### config.mk
export PLATFORM = sky130hd
export DESIGN_NAME = ipv6_tuple_compactor
export DESIGN_NICKNAME = d
export VERILOG_FILES = /design/src/rtl/ftc_pkg.sv /design/src/rtl/ftc_iid_unpack.sv /design/src/rtl/ftc_proto_map.sv /design/src/rtl/ftc_port_class.sv /design/src/rtl/ipv6_tuple_compactor.sv
export SDC_FILE = /design/constraint.sdc
export NUM_CORES = 1
export LEC_CHECK = 0
export ABC_CLOCK_PERIOD_IN_PS = 1300
export CORE_AREA = 8 8 203 205
export DETAILED_ROUTE_END_ITERATION = 8
export DIE_AREA = 0 0 211 213
export HOLD_SLACK_MARGIN = 0.06
export SYNTH_ARGS = -nofsm -noshare
export SYNTH_HDL_FRONTEND = slang
export SYNTH_SLANG_ARGS = --single-unit
### constraint.sdc
create_clock -name clk -period 1.3 [get_ports clk]
set_input_delay 0.13 -clock clk [delete_from_list [all_inputs] [get_ports clk]]
set_output_delay 0.13 -clock clk [all_outputs]
set_load 0.005 [all_outputs]
### src/rtl/ftc_pkg.sv
package ftc_pkg;

  localparam int ADDR_W  = 128;
  localparam int PFX_W   = 64;
  localparam int MAC_W   = 48;
  localparam int PROTO_W = 8;
  localparam int PORT_W  = 16;
  localparam int PCODE_W = 3;
  localparam int PCLS_W  = 4;

  localparam int IID_W   = ADDR_W - PFX_W;
  localparam int MARK_W  = IID_W - MAC_W;
  localparam int HALF_W  = MAC_W / 2;
  localparam int KEY_W   = 2 * (PFX_W + MAC_W) + PCODE_W + 2 * PCLS_W;

  // key field positions, low to high
  localparam int DCLS_LSB  = 0;
  localparam int SCLS_LSB  = DCLS_LSB + PCLS_W;
  localparam int PCODE_LSB = SCLS_LSB + PCLS_W;
  localparam int DMAC_LSB  = PCODE_LSB + PCODE_W;
  localparam int DPFX_LSB  = DMAC_LSB + MAC_W;
  localparam int SMAC_LSB  = DPFX_LSB + PFX_W;
  localparam int SPFX_LSB  = SMAC_LSB + MAC_W;

  localparam int N_PROTO_ENT = 8;
  localparam int N_PORT_CLS  = 15;

  typedef logic [PCODE_W-1:0] pcode_t;
  typedef logic [PCLS_W-1:0]  pcls_t;

  // protocol table: number and the code it maps to
  function automatic int proto_num(input int idx);
    case (idx)
      0: return 6;
      1: return 17;
      2: return 1;
      3: return 2;
      4: return 9;
      5: return 88;
      6: return 47;
      default: return 4;
    endcase
  endfunction

  function automatic int proto_code(input int idx);
    case (idx)
      0: return 0;
      1: return 1;
      2: return 2;
      3: return 3;
      4: return 4;
      5: return 4;
      6: return 5;
      default: return 6;
    endcase
  endfunction

  // service class bounds; class index equals the emitted code
  function automatic int cls_lo(input int idx);
    case (idx)
      0: return 7;
      1: return 13;
      2: return 20;
      3: return 23;
      4: return 25;
      5: return 53;
      6: return 67;
      7: return 70;
      8: return 80;
      9: return 110;
      10: return 119;
      11: return 137;
      12: return 161;
      13: return 194;
      default: return 1024;
    endcase
  endfunction

  function automatic int cls_hi(input int idx);
    case (idx)
      0: return 7;
      1: return 13;
      2: return 21;
      3: return 23;
      4: return 25;
      5: return 53;
      6: return 68;
      7: return 70;
      8: return 80;
      9: return 110;
      10: return 119;
      11: return 139;
      12: return 162;
      13: return 194;
      default: return 65535;
    endcase
  endfunction

endpackage

### src/rtl/ftc_iid_unpack.sv
module ftc_iid_unpack #(
  parameter int ADDR_W = ftc_pkg::ADDR_W,
  parameter int PFX_W  = ftc_pkg::PFX_W,
  parameter int MAC_W  = ftc_pkg::MAC_W
) (
  input  logic [ADDR_W-1:0] addr_i,
  output logic [PFX_W-1:0]  prefix_o,
  output logic [MAC_W-1:0]  mac_o,
  output logic              err_o
);
  localparam int IID_W  = ADDR_W - PFX_W;
  localparam int MARK_W = IID_W - MAC_W;
  localparam int HALF_W = MAC_W / 2;
  localparam logic [MARK_W-1:0] MARKER  = MARK_W'('hFFFE);
  localparam logic [HALF_W-1:0] UL_FLIP = HALF_W'(1) << (HALF_W - 7);

  logic [IID_W-1:0]  iid;
  logic [MARK_W-1:0] mark;
  logic [HALF_W-1:0] oui_part;
  logic [HALF_W-1:0] nic_part;

  assign prefix_o = addr_i[ADDR_W-1 -: PFX_W];
  assign iid      = addr_i[IID_W-1:0];
  assign mark     = iid[HALF_W +: MARK_W];
  assign oui_part = iid[IID_W-1 -: HALF_W] ^ UL_FLIP;
  assign nic_part = iid[HALF_W-1:0];

  always_comb begin
    err_o = (mark != MARKER);
    mac_o = err_o ? '0 : {oui_part, nic_part};
  end
endmodule

### src/rtl/ftc_proto_map.sv
module ftc_proto_map #(
  parameter int PROTO_W = ftc_pkg::PROTO_W,
  parameter int PCODE_W = ftc_pkg::PCODE_W,
  parameter int N_ENT   = ftc_pkg::N_PROTO_ENT
) (
  input  logic [PROTO_W-1:0] proto_i,
  output logic [PCODE_W-1:0] code_o
);
  localparam logic [PCODE_W-1:0] WILD = '1;

  logic [N_ENT-1:0] hit;

  for (genvar e = 0; e < N_ENT; e++) begin : g_ent
    assign hit[e] = (proto_i == PROTO_W'(ftc_pkg::proto_num(e)));
  end

  always_comb begin
    code_o = WILD;
    for (int e = N_ENT - 1; e >= 0; e--) begin
      if (hit[e]) code_o = PCODE_W'(ftc_pkg::proto_code(e));
    end
  end
endmodule

### src/rtl/ftc_port_class.sv
module ftc_port_class #(
  parameter int PORT_W = ftc_pkg::PORT_W,
  parameter int PCLS_W = ftc_pkg::PCLS_W,
  parameter int N_CLS  = ftc_pkg::N_PORT_CLS
) (
  input  logic [PORT_W-1:0] port_i,
  output logic [PCLS_W-1:0] cls_o
);
  localparam logic [PCLS_W-1:0] WILD = '1;

  logic [N_CLS-1:0] hit;
  int               port_v;

  assign port_v = int'(port_i);

  for (genvar c = 0; c < N_CLS; c++) begin : g_cls
    assign hit[c] = (port_v >= ftc_pkg::cls_lo(c)) && (port_v <= ftc_pkg::cls_hi(c));
  end

  // lowest-numbered hit wins; ranges are disjoint so at most one fires
  always_comb begin
    cls_o = WILD;
    for (int c = N_CLS - 1; c >= 0; c--) begin
      if (hit[c]) cls_o = PCLS_W'(c);
    end
  end
endmodule

### src/rtl/ipv6_tuple_compactor.sv
module ipv6_tuple_compactor #(
  parameter int ADDR_W  = ftc_pkg::ADDR_W,
  parameter int PFX_W   = ftc_pkg::PFX_W,
  parameter int MAC_W   = ftc_pkg::MAC_W,
  parameter int PROTO_W = ftc_pkg::PROTO_W,
  parameter int PORT_W  = ftc_pkg::PORT_W,
  parameter int PCODE_W = ftc_pkg::PCODE_W,
  parameter int PCLS_W  = ftc_pkg::PCLS_W,
  parameter int KEY_W   = 2 * (PFX_W + MAC_W) + PCODE_W + 2 * PCLS_W
) (
  input  logic               clk,
  input  logic               rst_n,
  input  logic               in_valid,
  output logic               in_ready,
  input  logic [ADDR_W-1:0]  in_src_addr,
  input  logic [ADDR_W-1:0]  in_dst_addr,
  input  logic [PROTO_W-1:0] in_proto,
  input  logic [PORT_W-1:0]  in_src_port,
  input  logic [PORT_W-1:0]  in_dst_port,
  output logic               out_valid,
  input  logic               out_ready,
  output logic [KEY_W-1:0]   out_key,
  output logic [1:0]         out_id_err
);
  localparam int N_SIDE = 2;  // index 0 source, 1 destination

  logic [ADDR_W-1:0]  addr_a [N_SIDE];
  logic [PORT_W-1:0]  port_a [N_SIDE];
  logic [PFX_W-1:0]   pfx_a  [N_SIDE];
  logic [MAC_W-1:0]   mac_a  [N_SIDE];
  logic [PCLS_W-1:0]  cls_a  [N_SIDE];
  logic [N_SIDE-1:0]  err_a;
  logic [PCODE_W-1:0] pcode;
  logic [KEY_W-1:0]   key_next;
  logic               take;

  assign addr_a[0] = in_src_addr;
  assign addr_a[1] = in_dst_addr;
  assign port_a[0] = in_src_port;
  assign port_a[1] = in_dst_port;

  for (genvar s = 0; s < N_SIDE; s++) begin : g_side
    ftc_iid_unpack #(
      .ADDR_W(ADDR_W), .PFX_W(PFX_W), .MAC_W(MAC_W)
    ) u_unpack (
      .addr_i  (addr_a[s]),
      .prefix_o(pfx_a[s]),
      .mac_o   (mac_a[s]),
      .err_o   (err_a[s])
    );

    ftc_port_class #(
      .PORT_W(PORT_W), .PCLS_W(PCLS_W), .N_CLS(ftc_pkg::N_PORT_CLS)
    ) u_pcls (
      .port_i(port_a[s]),
      .cls_o (cls_a[s])
    );
  end

  ftc_proto_map #(
    .PROTO_W(PROTO_W), .PCODE_W(PCODE_W), .N_ENT(ftc_pkg::N_PROTO_ENT)
  ) u_proto (
    .proto_i(in_proto),
    .code_o (pcode)
  );

  assign key_next = {pfx_a[0], mac_a[0], pfx_a[1], mac_a[1], pcode, cls_a[0], cls_a[1]};

  assign in_ready = !out_valid || out_ready;
  assign take     = in_valid && in_ready;

  always_ff @(posedge clk or negedge rst_n) begin
    if (!rst_n) begin
      out_valid  <= 1'b0;
      out_key    <= '0;
      out_id_err <= '0;
    end else begin
      if (in_ready) out_valid <= in_valid;
      if (take) begin
        out_key    <= key_next;
        out_id_err <= {err_a[0], err_a[1]};
      end
    end
  end
endmodule

==> metrics.md <==
| Metric | Value |
|---|---|
| H-tree levels | `1` |
| P_leak | `8.48 nW` |
| Post-synth EDFFs | `0` |
| Predominant post-synthesis flop cell | `dfrtp_1` |
| Chip width | `211 µm` |
| Worst path arrival time | `2040 ps` |
| Area grow syn2layout | `81.4%` |
| Pre-antenna DRT Iters | `7` |
| DR vias | `9,663` |
| Row count | `72` |
| 1st-iter DRT viols | `576` |
| Total CTS buffers | `27` |
| Post-synth ARST share | `1.00` |
| Post-DR wirelength/cell | `19.0 µm` |
| Final wirelength | `40,700 µm` |
| Largest family of logic cells by synthesized area | `simple AND/OR/NAND/NOR gates` |
| Avg Inst Size Synth | `10.1 µm²` |
| Die height | `213 µm` |
| Worst-Margin Slew | `437 ps` |
| Post-synthesis xor/xnor area fraction | `0.00449` |
| Synth Register Bits | `238` |
| Max-Cap Viols | `0` |
| Gr usage total | `0.166` |
| Largest net degree at the start of global routing | `50` |
| Crit Path Class | `flop to flop` |
| Maximum vdd ir drop | `0.000757 V` |
| Multiplexer area fraction after synthesis | `0` |
| Seq/Total Area, Yosys | `0.611` |
| Fin cells | `2,148` |
| Min Clock Period, post-route | `1560 ps` |
| Status | `complete, but fails checks` |
| Clk Latency, worst-skew pair | `540 ps` |
| Vias in the first global route | `10.1k` |
| Final setup margin | `-264 ps` |
| Clock Skews | `22.2 ps` |
| Longest Clk Path Bufs | `3` |
| First-pass GRT wire length | `59,700 µm` |
| Setup crit end kind | `flop` |
| CTS Root Cell | `clkbuf_16` |
| Antenna viol nets, final | `0` |
| CORE AREA | `38,100 µm²` |
| I/O pin count | `539` |
| TritonCTS clock tree | `built` |
| Buffers on Ports | `538` |
| Worst endpoint required time | `1780 ps` |
| Die ar. | `44,900 µm²` |
| Critical-path maximum fanout | `13` |
| Routability Congestion | `0.867` |
| DPL Wire Length | `30,500 µm` |
| Routed vias/inst | `4.50` |
| Count of final setup violators | `239` |
| YS warnings | `0` |
| Total power | `20.4 mW` |
| Critical Path Source Type | `flop` |
| Ant diodes | `0` |
| Failing checks | `negative setup slack` |
| Simple-gate share of the synthesized area | `0.234` |
| Synth Area in Compound Gates | `0.119` |
| Final Hold Viols | `0` |
| Drc violations | `0` |
| Post-synth cell types | `57` |
| Most frequent cells in the layout | `389 x nand2_1, 296 x clkdlybuf4s50_1, 238 x dfrtp_1` |
| Clk sinks | `238` |
| Hold slack | `96.1 ps` |
| Most common library cell in the layout ignoring fill and taps | `nand2_1` |
| Clock transition at the registers of the reported paths | `60 ps` |
| GRT overflow | `0` |
| Dpl cells | `2,051` |
| Share of cells above drive strength 1 | `0.206` |
| Mapped Area | `9750 µm²` |
| Initial antenna violation count | `0` |
| Syn Inst Count | `967` |
| Pwr/cell area | `1150 nW/µm²` |
| Hold Crit Class | `input pin to async pin` |
| Synth Area in Adders | `0` |
| Nets | `1,911` |
| Final Slew Violations | `0` |
| Starting Density | `0.256` |
| Syn Nets | `1,267` |
| Fmax | `0.639 GHz` |
| Slew margin rel. | `0.706` |
| Tcrit/Tclk final | `1.20` |
| RSZ-0062 raised after global routing | `true` |
## per-layer routing
metal | track usage | routed length (µm) | vias to the layer above | part of all wire
li1 | - | - | 4563 | -
met1 | 0.191 | 16000 | 4628 | 0.39
met2 | 0.296 | 20300 | 429 | 0.50
met3 | 0.0561 | 3720 | 43 | 0.091
met4 | 0.0374 | 773 | 0 | 0.019
met5 | 0 | 0 | - | 0
## kinds of logic after synthesis
logic type | after synthesis
buffers and inverters | 67
xor gates and xnor gates | 5
DFF | 238
and+or+nand+nor | 513
AOI/OAI and AO/OA | 144
## critical path, stage by stage (launching register included)
cell	delay, ps
dfrtp_1	410
nand2b_4	90
buf_6	110
nand2_8	90
nor4b_4	280
buf_6	220
buf_12	170
a22o_1	150
## synth_stat cells (2+ instances only)
library cell    n  area share
or4_1           2      0.0015
nor4bb_1        2      0.0021
o31ai_1         2      0.0015
nor2b_1         7      0.0045
o21ai_0         6      0.0031
and4b_1         2      0.0021
xnor2_1         2      0.0018
nor3_1          8      0.0041
o21ai_1         6      0.0031
nor4b_2         2      0.0031
nand2b_1        6      0.0039
o32ai_1         2      0.0018
nor4b_4         2      0.0049
and3_1          5      0.0032
a211oi_1        2      0.0015
nand2_2         2      0.0013
nand4b_1        6      0.0054
and3b_1         2      0.0018
nor3b_1         3      0.0023
buf_2          32       0.016
nor4_1          5      0.0032
a31oi_1         3      0.0019
nand2_1       400        0.15
nand3_1         4      0.0021
o22ai_1         2      0.0013
o2111ai_1       2      0.0018
a21oi_1        12      0.0062
nand4_1        11      0.0071
inv_1           3      0.0012
nor4b_1         2      0.0018
nand3b_1        4      0.0031
clkbuf_1       18      0.0069
a22o_1         99       0.089
dfrtp_1       238        0.61
buf_4           5      0.0039
xor2_1          3      0.0027
buf_1           9      0.0035
nor2_1         27       0.010
## flip-flops by register name, indices dropped and copies added, names as in the netlist
signal / flops
out_key: 235
out_id_err: 2
out_valid: 1
## path summary, 6_finish.rpt
check / from / endpoint / slack, ps / cells past startpoint
min in group clk: in_src_addr[74] / out_key[181]$_DFFE_PN0P_ / 110 / 3
min: rst_n / out_key[220]$_DFFE_PN0P_ / 100 / 2
max: out_valid$_DFFE_PN0N_ / out_key[128]$_DFFE_PN0P_ / -260 / 7
max reg2reg: out_valid$_DFFE_PN0N_ / out_key[128]$_DFFE_PN0P_ / -260 / 7
min reg2reg: out_key[176]$_DFFE_PN0P_ / out_key[176]$_DFFE_PN0P_ / 470 / 2
max in group asynchronous: rst_n / out_key[25]$_DFFE_PN0P_ / 620 / 3
## final cells by class
| class | instances | area (µm²) |
|---|---|---|
| clock buffers | 31 | 711 |
| clock inverters | 17 | 287 |
| fillers | 3615 | 20400 |
| inverters | 3 | 11.3 |
| multi-input cells | 662 | 3620 |
| flip-flops and latches | 238 | 5960 |
| well taps | 518 | 648 |
| repair buffers | 679 | 6460 |
## repair_timing
action | in CTS | in global routing
gates resized for setup | 689 | 38
endpoints found under the hold margin | 238 | 0
pin swaps | 24 | 11
hold buffers | 1 | 0
cloned | 3 | 8
setup buffers | 33 | 6
endpoints found under the setup margin | 476 | 347
## per-stage QoR
stage	utilization	TNS (ps)	area, µm²	setup WS [ps]
after global routing	0.464	-53330	17700	-305
after global placement	0.431	-81980	16400	-642
final	0.464	-40860	17700	-264
after detailed placement	0.431	-84430	16400	-666
after CTS	0.456	-36390	17400	-253
after floorplan	-	-738	9810	-63.6
## power breakdown
group / total (mW) / switching, mW / internal (mW)
Sequential: 8.25 / 0.289 / 7.96
Combinational: 3.65 / 1.54 / 2.12
Clock: 8.53 / 3.20 / 5.33
Total: 20.4 / 5.03 / 15.4
(Power assumes the default switching activity.)
